`config.mk`:
```
export PLATFORM = sky130hd
export DESIGN_NAME = bank_irq_mapper
export DESIGN_NICKNAME = d
export VERILOG_FILES = /design/src/rtl/mapper_pkg.sv /design/src/rtl/mapper_regs.sv /design/src/rtl/mapper_bank_map.sv /design/src/rtl/mapper_irq.sv /design/src/rtl/bank_irq_mapper.sv
export SDC_FILE = /design/constraint.sdc
export NUM_CORES = 1
export LEC_CHECK = 0
export BUFFER_PORTS_ARGS = -buffer_cell sky130_fd_sc_hd__buf_2
export CAP_MARGIN = 10
export CORE_MARGIN = 2
export CORE_UTILIZATION = 45
export DETAILED_ROUTE_END_ITERATION = 12
export PLACE_DENSITY = 0.88
export SKIP_CTS_REPAIR_TIMING = 1
export SLEW_MARGIN = 20
export SYNTH_ARGS = -nofsm -noshare
export SYNTH_HDL_FRONTEND = slang
export SYNTH_SLANG_ARGS = --single-unit
```
`constraint.sdc`:
```
create_clock -name clk -period 1.8 [get_ports clk]
set_input_delay 0.54 -clock clk [delete_from_list [all_inputs] [get_ports clk]]
set_output_delay 0.54 -clock clk [all_outputs]
set_load 0.02 [all_outputs]
```
`src/rtl/mapper_pkg.sv`:
```
package mapper_pkg;

  localparam int DATA_W = 8;
  localparam int NREG   = 8;
  localparam int SEL_W  = $clog2(NREG);

  // Decode key: {wr_addr[14:13], wr_addr[0]} within the upper half
  localparam logic [2:0] K_CTRL   = 3'b000;
  localparam logic [2:0] K_DATA   = 3'b001;
  localparam logic [2:0] K_MIRROR = 3'b010;
  localparam logic [2:0] K_LATCH  = 3'b100;
  localparam logic [2:0] K_RELOAD = 3'b101;
  localparam logic [2:0] K_OFF    = 3'b110;
  localparam logic [2:0] K_ON     = 3'b111;

  typedef struct packed {
    logic latch_we;
    logic reload_req;
    logic irq_off;
    logic irq_on;
  } irq_cmd_t;

  // Reset contents of bank data registers
  function automatic logic [DATA_W-1:0] bank_reset_val(input int idx);
    logic [DATA_W-1:0] ones;
    ones = '1;
    if (idx < 2)      return DATA_W'(idx * 2);
    else if (idx < 6) return DATA_W'(idx + 2);
    else              return ones - DATA_W'(9 - idx);
  endfunction

endpackage

```
`src/rtl/mapper_regs.sv`:
```
module mapper_regs
  import mapper_pkg::*;
(
  input  logic                        clk,
  input  logic                        rst_n,
  input  logic                        wr_en,
  input  logic [2:0]                  addr_top,
  input  logic                        addr_lsb,
  input  logic [DATA_W-1:0]           wr_data,
  input  logic                        alt_mode,
  output logic                        prg_swap,
  output logic                        chr_swap,
  output logic [NREG-1:0][DATA_W-1:0] bank_q,
  output logic                        mirror_q,
  output irq_cmd_t                    cmd
);

  logic             hit;
  logic             ctrl_we, data_we, mir_we;
  logic [SEL_W-1:0] sel_q, sel_d;
  logic             prg_swap_q, prg_swap_d, chr_swap_q, chr_swap_d;
  logic             mirror_d;

  assign hit = wr_en & ~alt_mode & addr_top[2];

  always_comb begin
    cmd     = '0;
    ctrl_we = 1'b0;
    data_we = 1'b0;
    mir_we  = 1'b0;
    if (hit) begin
      case ({addr_top[1:0], addr_lsb})
        K_CTRL:   ctrl_we = 1'b1;
        K_DATA:   data_we = 1'b1;
        K_MIRROR: mir_we  = 1'b1;
        K_LATCH:  cmd.latch_we   = 1'b1;
        K_RELOAD: cmd.reload_req = 1'b1;
        K_OFF:    cmd.irq_off    = 1'b1;
        K_ON:     cmd.irq_on     = 1'b1;
        default:  ;
      endcase
    end
  end

  always_comb begin
    sel_d      = wr_data[SEL_W-1:0];
    prg_swap_d = wr_data[6];
    chr_swap_d = wr_data[7];
    mirror_d   = wr_data[0];
  end

  always_ff @(posedge clk or negedge rst_n) begin
    if (!rst_n) begin
      sel_q      <= '0;
      prg_swap_q <= 1'b0;
      chr_swap_q <= 1'b0;
      mirror_q   <= 1'b0;
    end else begin
      if (ctrl_we) begin
        sel_q      <= sel_d;
        prg_swap_q <= prg_swap_d;
        chr_swap_q <= chr_swap_d;
      end
      if (mir_we) mirror_q <= mirror_d;
    end
  end

  for (genvar g = 0; g < NREG; g++) begin : g_bank
    logic bank_ce;
    assign bank_ce = data_we && (sel_q == SEL_W'(g));
    always_ff @(posedge clk or negedge rst_n) begin
      if (!rst_n)       bank_q[g] <= bank_reset_val(g);
      else if (bank_ce) bank_q[g] <= wr_data;
    end
  end

  assign prg_swap = prg_swap_q;
  assign chr_swap = chr_swap_q;

endmodule

```
`src/rtl/mapper_bank_map.sv`:
```
module mapper_bank_map
  import mapper_pkg::*;
#(
  parameter int PW = 9,
  parameter int CW = 13
) (
  input  logic                        prg_swap,
  input  logic                        chr_swap,
  input  logic [NREG-1:0][DATA_W-1:0] bank_q,
  input  logic [PW-1:0]               prg_base,
  input  logic [PW-1:0]               prg_mask,
  input  logic [CW-1:0]               chr_base,
  input  logic [CW-1:0]               chr_mask,
  output logic [3:0][PW-1:0]          prg_page,
  output logic [7:0][CW-1:0]          chr_page
);

  localparam logic [PW-1:0] LAST_PG   = '1;
  localparam logic [PW-1:0] SECOND_PG = LAST_PG - 1'b1;

  logic [3:0][PW-1:0] prg_raw;
  logic [7:0][CW-1:0] chr_raw;

  always_comb begin
    prg_raw[0] = prg_swap ? SECOND_PG : PW'(bank_q[6]);
    prg_raw[1] = PW'(bank_q[7]);
    prg_raw[2] = prg_swap ? PW'(bank_q[6]) : SECOND_PG;
    prg_raw[3] = LAST_PG;
  end

  for (genvar s = 0; s < 4; s++) begin : g_prg
    assign prg_page[s] = prg_base | (prg_raw[s] & prg_mask);
  end

  always_comb begin
    chr_raw[0] = CW'(bank_q[0] & ~DATA_W'(1));
    chr_raw[1] = CW'(bank_q[0] |  DATA_W'(1));
    chr_raw[2] = CW'(bank_q[1] & ~DATA_W'(1));
    chr_raw[3] = CW'(bank_q[1] |  DATA_W'(1));
    for (int k = 4; k < 8; k++) chr_raw[k] = CW'(bank_q[k-2]);
  end

  for (genvar s = 0; s < 8; s++) begin : g_chr
    logic [2:0] src;
    assign src         = 3'(s) ^ {chr_swap, 2'b00};
    assign chr_page[s] = chr_base | (chr_raw[src] & chr_mask);
  end

endmodule

```
`src/rtl/mapper_irq.sv`:
```
module mapper_irq
  import mapper_pkg::*;
(
  input  logic              clk,
  input  logic              rst_n,
  input  logic              rise,
  input  irq_cmd_t          cmd,
  input  logic [DATA_W-1:0] wr_val,
  output logic              irq
);

  logic [DATA_W-1:0] latch_q, latch_d, cnt_q, cnt_d;
  logic              flag_q, flag_d, en_q, en_d, irq_q, irq_d;
  logic              flag_ce, en_ce;

  always_comb begin
    latch_d = wr_val;
    if ((cnt_q == '0) || flag_q) cnt_d = latch_q;
    else                         cnt_d = cnt_q - 1'b1;
    flag_ce = rise | cmd.reload_req;
    flag_d  = cmd.reload_req;
    en_ce   = cmd.irq_on | cmd.irq_off;
    en_d    = ~cmd.irq_off;
    if (cmd.irq_off) irq_d = 1'b0;
    else             irq_d = irq_q | (rise & en_q & (cnt_d == '0));
  end

  always_ff @(posedge clk or negedge rst_n) begin
    if (!rst_n) begin
      latch_q <= '0;
      cnt_q   <= '0;
      flag_q  <= 1'b0;
      en_q    <= 1'b0;
      irq_q   <= 1'b0;
    end else begin
      if (cmd.latch_we) latch_q <= latch_d;
      if (rise)         cnt_q   <= cnt_d;
      if (flag_ce)      flag_q  <= flag_d;
      if (en_ce)        en_q    <= en_d;
      irq_q <= irq_d;
    end
  end

  assign irq = irq_q;

endmodule

```
`src/rtl/bank_irq_mapper.sv`:
```
module bank_irq_mapper
  import mapper_pkg::*;
#(
  parameter int PRG_W = 9,
  parameter int CHR_W = 13
) (
  input  logic                    clk,
  input  logic                    rst_n,
  input  logic                    wr_en,
  input  logic [15:0]             wr_addr,
  input  logic [7:0]              wr_data,
  input  logic                    alt_mode,
  input  logic                    a12_rise,
  input  logic [PRG_W-1:0]        prg_base,
  input  logic [PRG_W-1:0]        prg_mask,
  input  logic [CHR_W-1:0]        chr_base,
  input  logic [CHR_W-1:0]        chr_mask,
  output logic [3:0][PRG_W-1:0]   prg_page,
  output logic [7:0][CHR_W-1:0]   chr_page,
  output logic                    mirror_horiz,
  output logic                    irq
);

  logic                        prg_swap, chr_swap, mirror_q;
  logic [NREG-1:0][DATA_W-1:0] bank_q;
  irq_cmd_t                    cmd;
  logic                        rise_gated;
  logic                        unused_addr_bits;

  assign unused_addr_bits = ^wr_addr[12:1];
  assign rise_gated       = a12_rise & ~alt_mode;

  mapper_regs u_regs (
    .clk      (clk),
    .rst_n    (rst_n),
    .wr_en    (wr_en),
    .addr_top (wr_addr[15:13]),
    .addr_lsb (wr_addr[0]),
    .wr_data  (wr_data),
    .alt_mode (alt_mode),
    .prg_swap (prg_swap),
    .chr_swap (chr_swap),
    .bank_q   (bank_q),
    .mirror_q (mirror_q),
    .cmd      (cmd)
  );

  mapper_bank_map #(.PW(PRG_W), .CW(CHR_W)) u_map (
    .prg_swap (prg_swap),
    .chr_swap (chr_swap),
    .bank_q   (bank_q),
    .prg_base (prg_base),
    .prg_mask (prg_mask),
    .chr_base (chr_base),
    .chr_mask (chr_mask),
    .prg_page (prg_page),
    .chr_page (chr_page)
  );

  mapper_irq u_irq (
    .clk    (clk),
    .rst_n  (rst_n),
    .rise   (rise_gated),
    .cmd    (cmd),
    .wr_val (wr_data),
    .irq    (irq)
  );

  assign mirror_horiz = mirror_q;

endmodule

```
==> reports/results.txt, run 1 <==
Site row count: 40
Place WS: -0.357 ns
Via count: 4,618
Max-slew headroom: 72.7%
Sequential area share after synthesis: 39.9%
HP Class: in -> async
Die Width: 115 µm
Final-report hold violation count: 0
# diodes: 0
TritonCTS clock tree: done
Area growth, synth to finish: 28.9%
Initial antenna violation count: 0
Failing checks: negative setup slack
# clock sinks: 87
R2R depth: 8
Avg Cell Area, Syn: 9.31 µm²
Tot GR Track Use: 18.8%
Critical path arrival: 1.49 ns
CTS max path bufs: 2
Final setup violation count: 70
Top post-synthesis cells by count: 81 x nand2_1, 80 x mux2_2, 71 x a21o_1, 65 x dfrtp_1, 51 x o21ai_0
DR WL/cell: 15.3 µm
Root Driver: clkbuf_16
F_max: 492 MHz
Sw Ratio: 33.4%
Pwr Density: 913 nW/µm²
GRT overflow: 0
Final Cell Area: 7120 µm²
Placed Cells: 851
First DRT Iteration DRCs: 203
Largest net degree at the start of global routing: 51
P_int: 4.34 mW
Full die area: 13,200 µm²
GP Congestion: 0.870
Maxcap violations: 0
Port bufs: 152
Total power: 6.51 mW
Core area: 12,000 µm²
Mapped Cells: 594
Setup Skew: 0.00428 ns
EDFF count, synth: 0
Clk slew on worst S/H paths: 0.06 ns
Worst vdd ir: 0.000498 V
Seq pwr share: 38.1%
Syn_nets: 669
Logic gate share of total power: 32.9%
Die Y: 115 µm
CTS buffer count: 9
Flop-to-flop setup slack: 0.02 ns
Initial Util: 46.0%
Final net count: 800
Synth area leader: dfrtp_1
Setup crit end kind: output pin
P_leak: 3.70 nW
First-pass GRT wire length: 19,900 µm
Hold slack: 0.136 ns
Vias in the first global route: 4,183
CTS HTree Levels: 3
RR Endpoint: u_irq.irq$_DFF_PN0_
DP Wirelength: 9320 µm
Via density: 5.27
Adder-cell share of the synthesized area: 0.453%
Post-synthesis mux area share: 16.3%
CP startpoint kind: flip-flop
DP Area: 6410 µm²
Count of different cell masters after synthesis: 47
I/O Pins: 215
Synthesized cell area: 5530 µm²
Outcome: complete, but fails checks
Clock Latency Late Sink: 0.33 ns
Main combinational cell family by area after synthesis: compound AO/OA/AOI/OAI gates
Synth Area in Compound Gates: 17.4%
Synth Area in XOR/XNOR: 0.158%
DRT antenna net count: 0
Period utilization: 113%
Final wirelength: 13,400 µm
Fin crit period: 2.03 ns
Top cells by area, synth: dfrtp_1 29%, mux2_2 16%, dfstp_2 10%
Crit path max fanout: 41
Cell Count, Final, Fillers Out: 877
Psw: 2.17 mW
Number of synthesized register bits: 87
R2r startpoint: u_irq.cnt_q[0]$_DFFE_PN0P_
Clk pwr share: 29.0%
Async set-reset flop share out of synthesis: 100%
Share of the synthesized area in the top cell type: 29.4%
Synth Flop Type: dfrtp_1
Slew @ Worst Pin: 0.410 ns
Simple-gate portion of the synthesized area: 15.4%
Layout cells sized above 1: 50.8%
RSZ-0062 raised after global routing: true
Setup ws final: -0.234 ns
Top-count cell post-synth: nand2_1
# DRC: 0
Iteration count of the initial detailed-routing pass: 4
Crit path launch: u_regs.chr_swap$_DFFE_PN0P_
Synth Warn #: 0
Worst EP required: 1.26 ns
Worst setup path class: reg -> out
Final Max Slew Viols: 0
[flip-flops by register name (all words and copies together) (netlist names)]
| register | cells |
|---|---|
| u_regs.bank_q | 62 |
| u_irq.en_q | 1 |
| u_irq.flag_q | 1 |
| u_irq.cnt_q | 8 |
| u_regs.prg_swap | 1 |
| u_regs.chr_swap | 1 |
| u_regs.mirror_q | 1 |
| u_regs.sel_q | 3 |
| u_irq.irq | 1 |
| u_irq.latch_q | 8 |
[cell type report]
cell class              instances  area (µm²)
fillers                      1000        4890
multi-input cells             395        2940
flip-flops and latches         87        2210
repair buffers                197        1340
clock buffers                  10         239
well taps                     147         184
inverters                      34         140
clock inverters                 6        67.6
repair inverters                1        11.3
[cell families (layout without fill, tap and decap cells)]
| logic type | after synthesis | count (layout) |
|---|---|---|
| AND/OR/NAND/NOR | 165 | 165 |
| AO/OA/AOI/OAI | 147 | 147 |
| buffers and inverters | 112 | 248 |
| flip-flops | 87 | 87 |
| multiplexers | 80 | 80 |
| adder cells (fa/ha/maj) | 2 | 2 |
| XOR/XNOR | 1 | 1 |
[per-layer routing]
| metal | GRT usage (%) | wire length (µm) | vias up |
|---|---|---|---|
| met5 | 0 | 0 | - |
| li1 | - | - | 2250 |
| met2 | 32.7 | 6730 | 135 |
| met4 | 4.10 | 182 | 0 |
| met1 | 24.3 | 5790 | 2208 |
| met3 | 3.95 | 736 | 25 |
[critical path, stage by stage, from the launching register on]
cell and delay (ns):
dfrtp_2 0.42, buf_12 0.20, nand2b_4 0.15, nand2_1 0.04
a21o_1 0.18, buf_2 0.16
[how the worst max path moves through the flow]
stage | endpoint | cells after the start
floorplan | u_regs.bank_q[11]$_DFFE_PN0P_ | 6
CTS | chr_page[45] | 5
detailed placement | u_regs.bank_q[14]$_DFFE_PN0P_ | 7
global route | chr_page[17] | 5
global placement | u_regs.bank_q[14]$_DFFE_PN0P_ | 7
finish | chr_page[19] | 5
[layout by cell type (no fill, tap or decap), types with 13 or more instances in the layout]
| cell | count |
|---|---|
| nand2b_1 | 28 |
| dfstp_2 | 22 |
| o21ai_0 | 31 |
| a21o_1 | 71 |
| dfrtp_1 | 63 |
| buf_4 | 43 |
| inv_1 | 31 |
| mux2_2 | 72 |
| buf_6 | 23 |
| nand2_1 | 79 |
| buf_2 | 124 |
| o21ai_2 | 13 |
| nor2_1 | 13 |
[stage by stage]
stage / setup TNS (ns) / util [%]
6_report: -12.59 / 59.3
5_1_grt: -18.48 / 59.3
4_1_cts: -14.55 / 55.9
3_5_place_dp: -16.37 / 53.4
3_3_place_gp: -15.10 / 53.4
2_1_floorplan: -6.39 / -
[power groups by stage]
stage | combinational, mW | sequential (mW) | clock (mW)
after CTS | 1.87 | 2.45 | 1.92
final | 2.14 | 2.48 | 1.89
after global routing | 2.34 | 2.50 | 2.03
after floorplan | 1.39 | 2.41 | 0
after global placement | 1.80 | 2.47 | 0
after detailed placement | 1.85 | 2.48 | 0
Note: power is estimated with default switching activity, not from simulation.
==> run 2: changes to the inputs <==
Settings changed: REMOVE_ABC_BUFFERS from default to 1.
==> reports/results.txt, run 2 (synthesis gave the netlist of run 1 again) <==
Outcome: complete, but fails checks
Failing checks: negative setup slack
Setup Skew: 0.0106 ns
Period utilization: 116%
DP Wirelength: 9910 µm
RR Endpoint: u_irq.irq$_DFF_PN0_
Via count: 4,648
Setup tns final: -13.96 ns
Initial antenna violation count: 0
Iteration count of the initial detailed-routing pass: 4
Crit path launch: u_regs.chr_swap$_DFFE_PN0P_
Post-layout util: 58.3%
DR WL/cell: 16.0 µm
Regs by FF count: u_regs.bank_q x62, u_irq.cnt_q x8, u_irq.latch_q x8
Tot GR Track Use: 20.2%
Met3 usage: 7.06%
Max-slew headroom: 71.2%
Final wirelength: 13,900 µm
F_max: 478 MHz
R2r startpoint: u_irq.cnt_q[1]$_DFFE_PN0P_
R2R depth: 8
Slew @ Worst Pin: 0.433 ns
Seq. cell area: 2210 µm²
Multi-input logic area: 2930 µm²
Largest register FFs: 62
Layout fillers: 968
Worst setup path class: reg -> out
Commonest non-fill, non-tap cell in the layout: buf_2
Worst EP required: 1.26 ns
Final-report hold violation count: 0
Root Driver: clkbuf_16
First-pass GRT wire length: 21,100 µm
Full die area: 13,200 µm²
Largest net degree at the start of global routing: 54
Initial Util: 46.0%
I/O Pins: 215
Cell Count, Final, Fillers Out: 870
GRT overflow: 0
CP startpoint kind: flip-flop
Most flops, register: u_regs.bank_q
RSZ-0062 raised after global routing: true
Clk slew on worst S/H paths: 0.07 ns
HP Class: in -> async
DRT antenna net count: 0
P_leak: 3.68 nW
Pwr Density: 923 nW/µm²
Maxcap violations: 0
Fin crit period: 2.09 ns
# DRC: 0
Via density: 5.34
Worst vdd ir: 0.000506 V
Core area: 12,000 µm²
# diodes: 0
Site row count: 40
Setup ws final: -0.292 ns
Met2 Resource Use GR: 34.0%
# clock sinks: 87
Final Max Slew Viols: 0
Die Y: 115 µm
CTS buffer count: 9
Die Width: 115 µm
Clock Latency Late Sink: 0.35 ns
Crit path max fanout: 53
First DRT Iteration DRCs: 247
CTS max path bufs: 2
Setup crit end kind: output pin
Layout cells sized above 1: 50.1%
GR Util met1: 25.1%
Final net count: 793
Final setup violation count: 80
TritonCTS clock tree: done
CTS HTree Levels: 3
Vias in the first global route: 4,430
Layer with the highest usage: met2
Area growth, synth to finish: 26.7%
Placed Cells: 851
GP Congestion: 0.880
Flop-to-flop setup slack: -0.02 ns
Leading cell types in the layout, fill and taps excluded: 132 x buf_2, 77 x nand2_1, 73 x mux2_2
Critical path arrival: 1.55 ns
Port bufs: 152
==> run 2: cell types whose count changed in the layout (fill, tap and decap cells not counted), moves of 2 or more <==
cell / previous run / this run
nand3b_2: 2 / 0
o21ai_2: 13 / 11
nand2_1: 79 / 77
nand2_2: 2 / 4
buf_2: 124 / 132
o21ai_0: 31 / 27
inv_6: 1 / 3
nand3b_4: 0 / 2
buf_6: 23 / 19
o21ai_1: 7 / 13
buf_4: 43 / 34
==> run 2: metrics by stage <==
| step | cell area [µm²] | setup WS (ns) | hold WS [ns] | total power [mW] |
|---|---|---|---|---|
| 2_1_floorplan | 5080 | -0.685 | 0.244 | 3.57 |
| 3_3_place_gp | 6360 | -0.431 | 0.482 | 4.24 |
| 3_5_place_dp | 6360 | -0.485 | 0.492 | 4.30 |
| 4_1_cts | 6670 | -0.281 | 0.141 | 6.22 |
| 5_1_grt | 7000 | -0.357 | 0.148 | 6.79 |
| 6_report | 7000 | -0.292 | 0.129 | 6.46 |
==> run 2: area by class of cell <==
class	instances	area share [%]
timing repair inverter	1	0.107
timing repair buffer	190	17.6
clock inverter	7	1.25
clock buffer	9	3.22
tap	147	2.63
inverter	34	1.86
multi-input combinational	395	41.9
sequential	87	31.5
==> run 2: worst max path at each step <==
stage	end	slack, ns
finish	chr_page[2]	-0.29
global route	chr_page[2]	-0.36
CTS	chr_page[2]	-0.28
detailed placement	u_regs.bank_q[46]$_DFFE_PN0P_	-0.48
global placement	u_regs.bank_q[43]$_DFFE_PN0P_	-0.43
floorplan	chr_page[53]	-0.69
==> run 2: where the power goes <==
part	internal (mW)	total, mW	switching (mW)	leakage, nW
logic	0.947	2.03	1.09	2.45
clock network	1.10	1.94	0.842	0.146
registers	2.20	2.49	0.285	1.09
total	4.25	6.46	2.21	3.68
==> run 2: critical path, stage by stage, from the launching register on <==
cell	delay, ns
dfrtp_2	0.41
buf_12	0.21
nand2b_1	0.16
nand2_1	0.07
a21o_1	0.19
buf_2	0.16
==> run 2: layer usage <==
layer / up-vias / routed length [µm]
met4: 0 / 178
met2: 219 / 6730
met1: 2191 / 5890
met3: 16 / 1120
li1: 2222 / -
met5: - / 0
==> run 3: changes to the inputs <==
Settings changed: CELL_PAD_IN_SITES_DETAIL_PLACEMENT from default to 1, CELL_PAD_IN_SITES_GLOBAL_PLACEMENT from default to 1, CORE_UTILIZATION 45 to 33.
==> reports/results.txt, run 3 (synthesis gave the netlist of run 1 again) <==
Outcome: complete, but fails checks
Failing checks: negative setup slack
DRT antenna net count: 0
Tot GR Track Use: 17.4%
Final wirelength: 16,300 µm
Setup crit end kind: output pin
Final-report hold violation count: 0
Seq pwr share: 36.6%
I/O Pins: 215
Period utilization: 115%
Largest register FFs: 62
DP Wirelength: 11,700 µm
Setup Skew: 0.00568 ns
TritonCTS clock tree: done
DR WL/cell: 17.2 µm
# clock sinks: 87
Area growth, synth to finish: 30.6%
DP Area: 6460 µm²
Clk slew on worst S/H paths: 0.06 ns
Final net count: 798
CP startpoint kind: flip-flop
F_max: 485 MHz
Vias in the first global route: 4,825
Commonest non-fill, non-tap cell in the layout: buf_2
Port bufs: 152
Iteration count of the initial detailed-routing pass: 4
# DRC: 0
RSZ-0062 raised after global routing: true
R2r startpoint: u_irq.cnt_q[1]$_DFFE_PN0P_
Layout fillers: 1,939
Post-layout util: 43.8%
Crit path max fanout: 48
GRT overflow: 0
Leading cell types in the layout, fill and taps excluded: 130 x buf_2, 79 x nand2_1, 71 x a21o_1
R2R depth: 8
GP Congestion: 0.856
Full die area: 17,800 µm²
Flop-to-flop setup slack: -0.17 ns
P_int: 4.49 mW
First-pass GRT wire length: 24,800 µm
Most flops, register: u_regs.bank_q
Regs by FF count: u_regs.bank_q x62, u_irq.cnt_q x8, u_irq.latch_q x8
Worst EP required: 1.26 ns
Via density: 4.96
Core area: 16,500 µm²
Max-slew headroom: 66.6%
RR Endpoint: u_irq.irq$_DFF_PN0_
Crit path launch: u_regs.chr_swap$_DFFE_PN0P_
CTS HTree Levels: 3
Layout cells sized above 1: 50.7%
Hold slack: 0.120 ns
Initial Util: 33.6%
Setup ws final: -0.262 ns
Worst setup path class: reg -> out
Sw Ratio: 33.5%
P_leak: 3.74 nW
CTS buffer count: 9
Fin crit period: 2.06 ns
Pwr Density: 935 nW/µm²
Clk pwr share: 29.3%
Critical path arrival: 1.52 ns
Worst vdd ir: 0.000462 V
Final Max Slew Viols: 0
Final setup violation count: 73
Slew @ Worst Pin: 0.502 ns
Clock Latency Late Sink: 0.34 ns
Initial antenna violation count: 0
First DRT Iteration DRCs: 209
Site row count: 47
Final Cell Area: 7220 µm²
Psw: 2.26 mW
Largest net degree at the start of global routing: 49
HP Class: in -> async
Die Y: 133 µm
# diodes: 0
CTS max path bufs: 2
Crit path capture: chr_page[31]
Maxcap violations: 0
Logic gate share of total power: 34.1%
Via count: 4,698
Root Driver: clkbuf_16
Die Width: 133 µm
## run 3: power groups by stage
stage | Sequential, mW | Clock, mW | Combinational [mW]
finish | 2.47 | 1.98 | 2.30
global route | 2.51 | 2.11 | 2.52
CTS | 2.43 | 2.02 | 2.01
detailed placement | 2.45 | 0 | 1.98
global placement | 2.43 | 0 | 1.91
floorplan | 2.52 | 0 | 1.05
## run 3: how the worst min path moves through the flow
stage,end,slack (ns)
6_report,u_regs.mirror_q$_DFFE_PN0P_,0.12
5_1_grt,u_regs.mirror_q$_DFFE_PN0P_,0.13
4_1_cts,u_regs.mirror_q$_DFFE_PN0P_,0.12
3_5_place_dp,u_irq.irq$_DFF_PN0_,0.46
3_3_place_gp,u_irq.irq$_DFF_PN0_,0.46
2_1_floorplan,u_irq.cnt_q[0]$_DFFE_PN0P_,0.24
## run 3: critical path, stage by stage (launching register included)
cell	delay, ns
dfrtp_2	0.42
buf_12	0.21
nand2b_4	0.16
nand2_1	0.06
a21o_1	0.18
buf_2	0.15
## run 3: per-layer routing
layer,up-vias,track usage (%),wire length (µm)
met5,-,0,0
met4,0,2.42,135
met3,13,4.87,940
met2,172,31.8,8490
met1,2282,20.7,6700
li1,2231,-,-
## run 3: stage by stage
stage	total power [mW]	cells	TNS, ns	setup WS [ns]
final	6.75	948	-13.35	-0.262
after global routing	7.13	948	-20.04	-0.350
after CTS	6.46	943	-21.46	-0.356
after detailed placement	4.43	927	-25.49	-0.497
after global placement	4.34	927	-21.87	-0.433
after floorplan	3.57	516	-49.31	-0.685
## run 3: layout make-up
class	count	area, µm²	area share, %
Tap cell	220	275	3.81
Clock inverter	5	81.3	1.13
Timing Repair Buffer	195	1290	17.9
Multi-Input combinational cell	395	2990	41.4
Sequential cell	87	2210	30.6
Timing Repair inverter	1	8.76	0.121
Clock buffer	11	233	3.22
Inverter	34	140	1.94
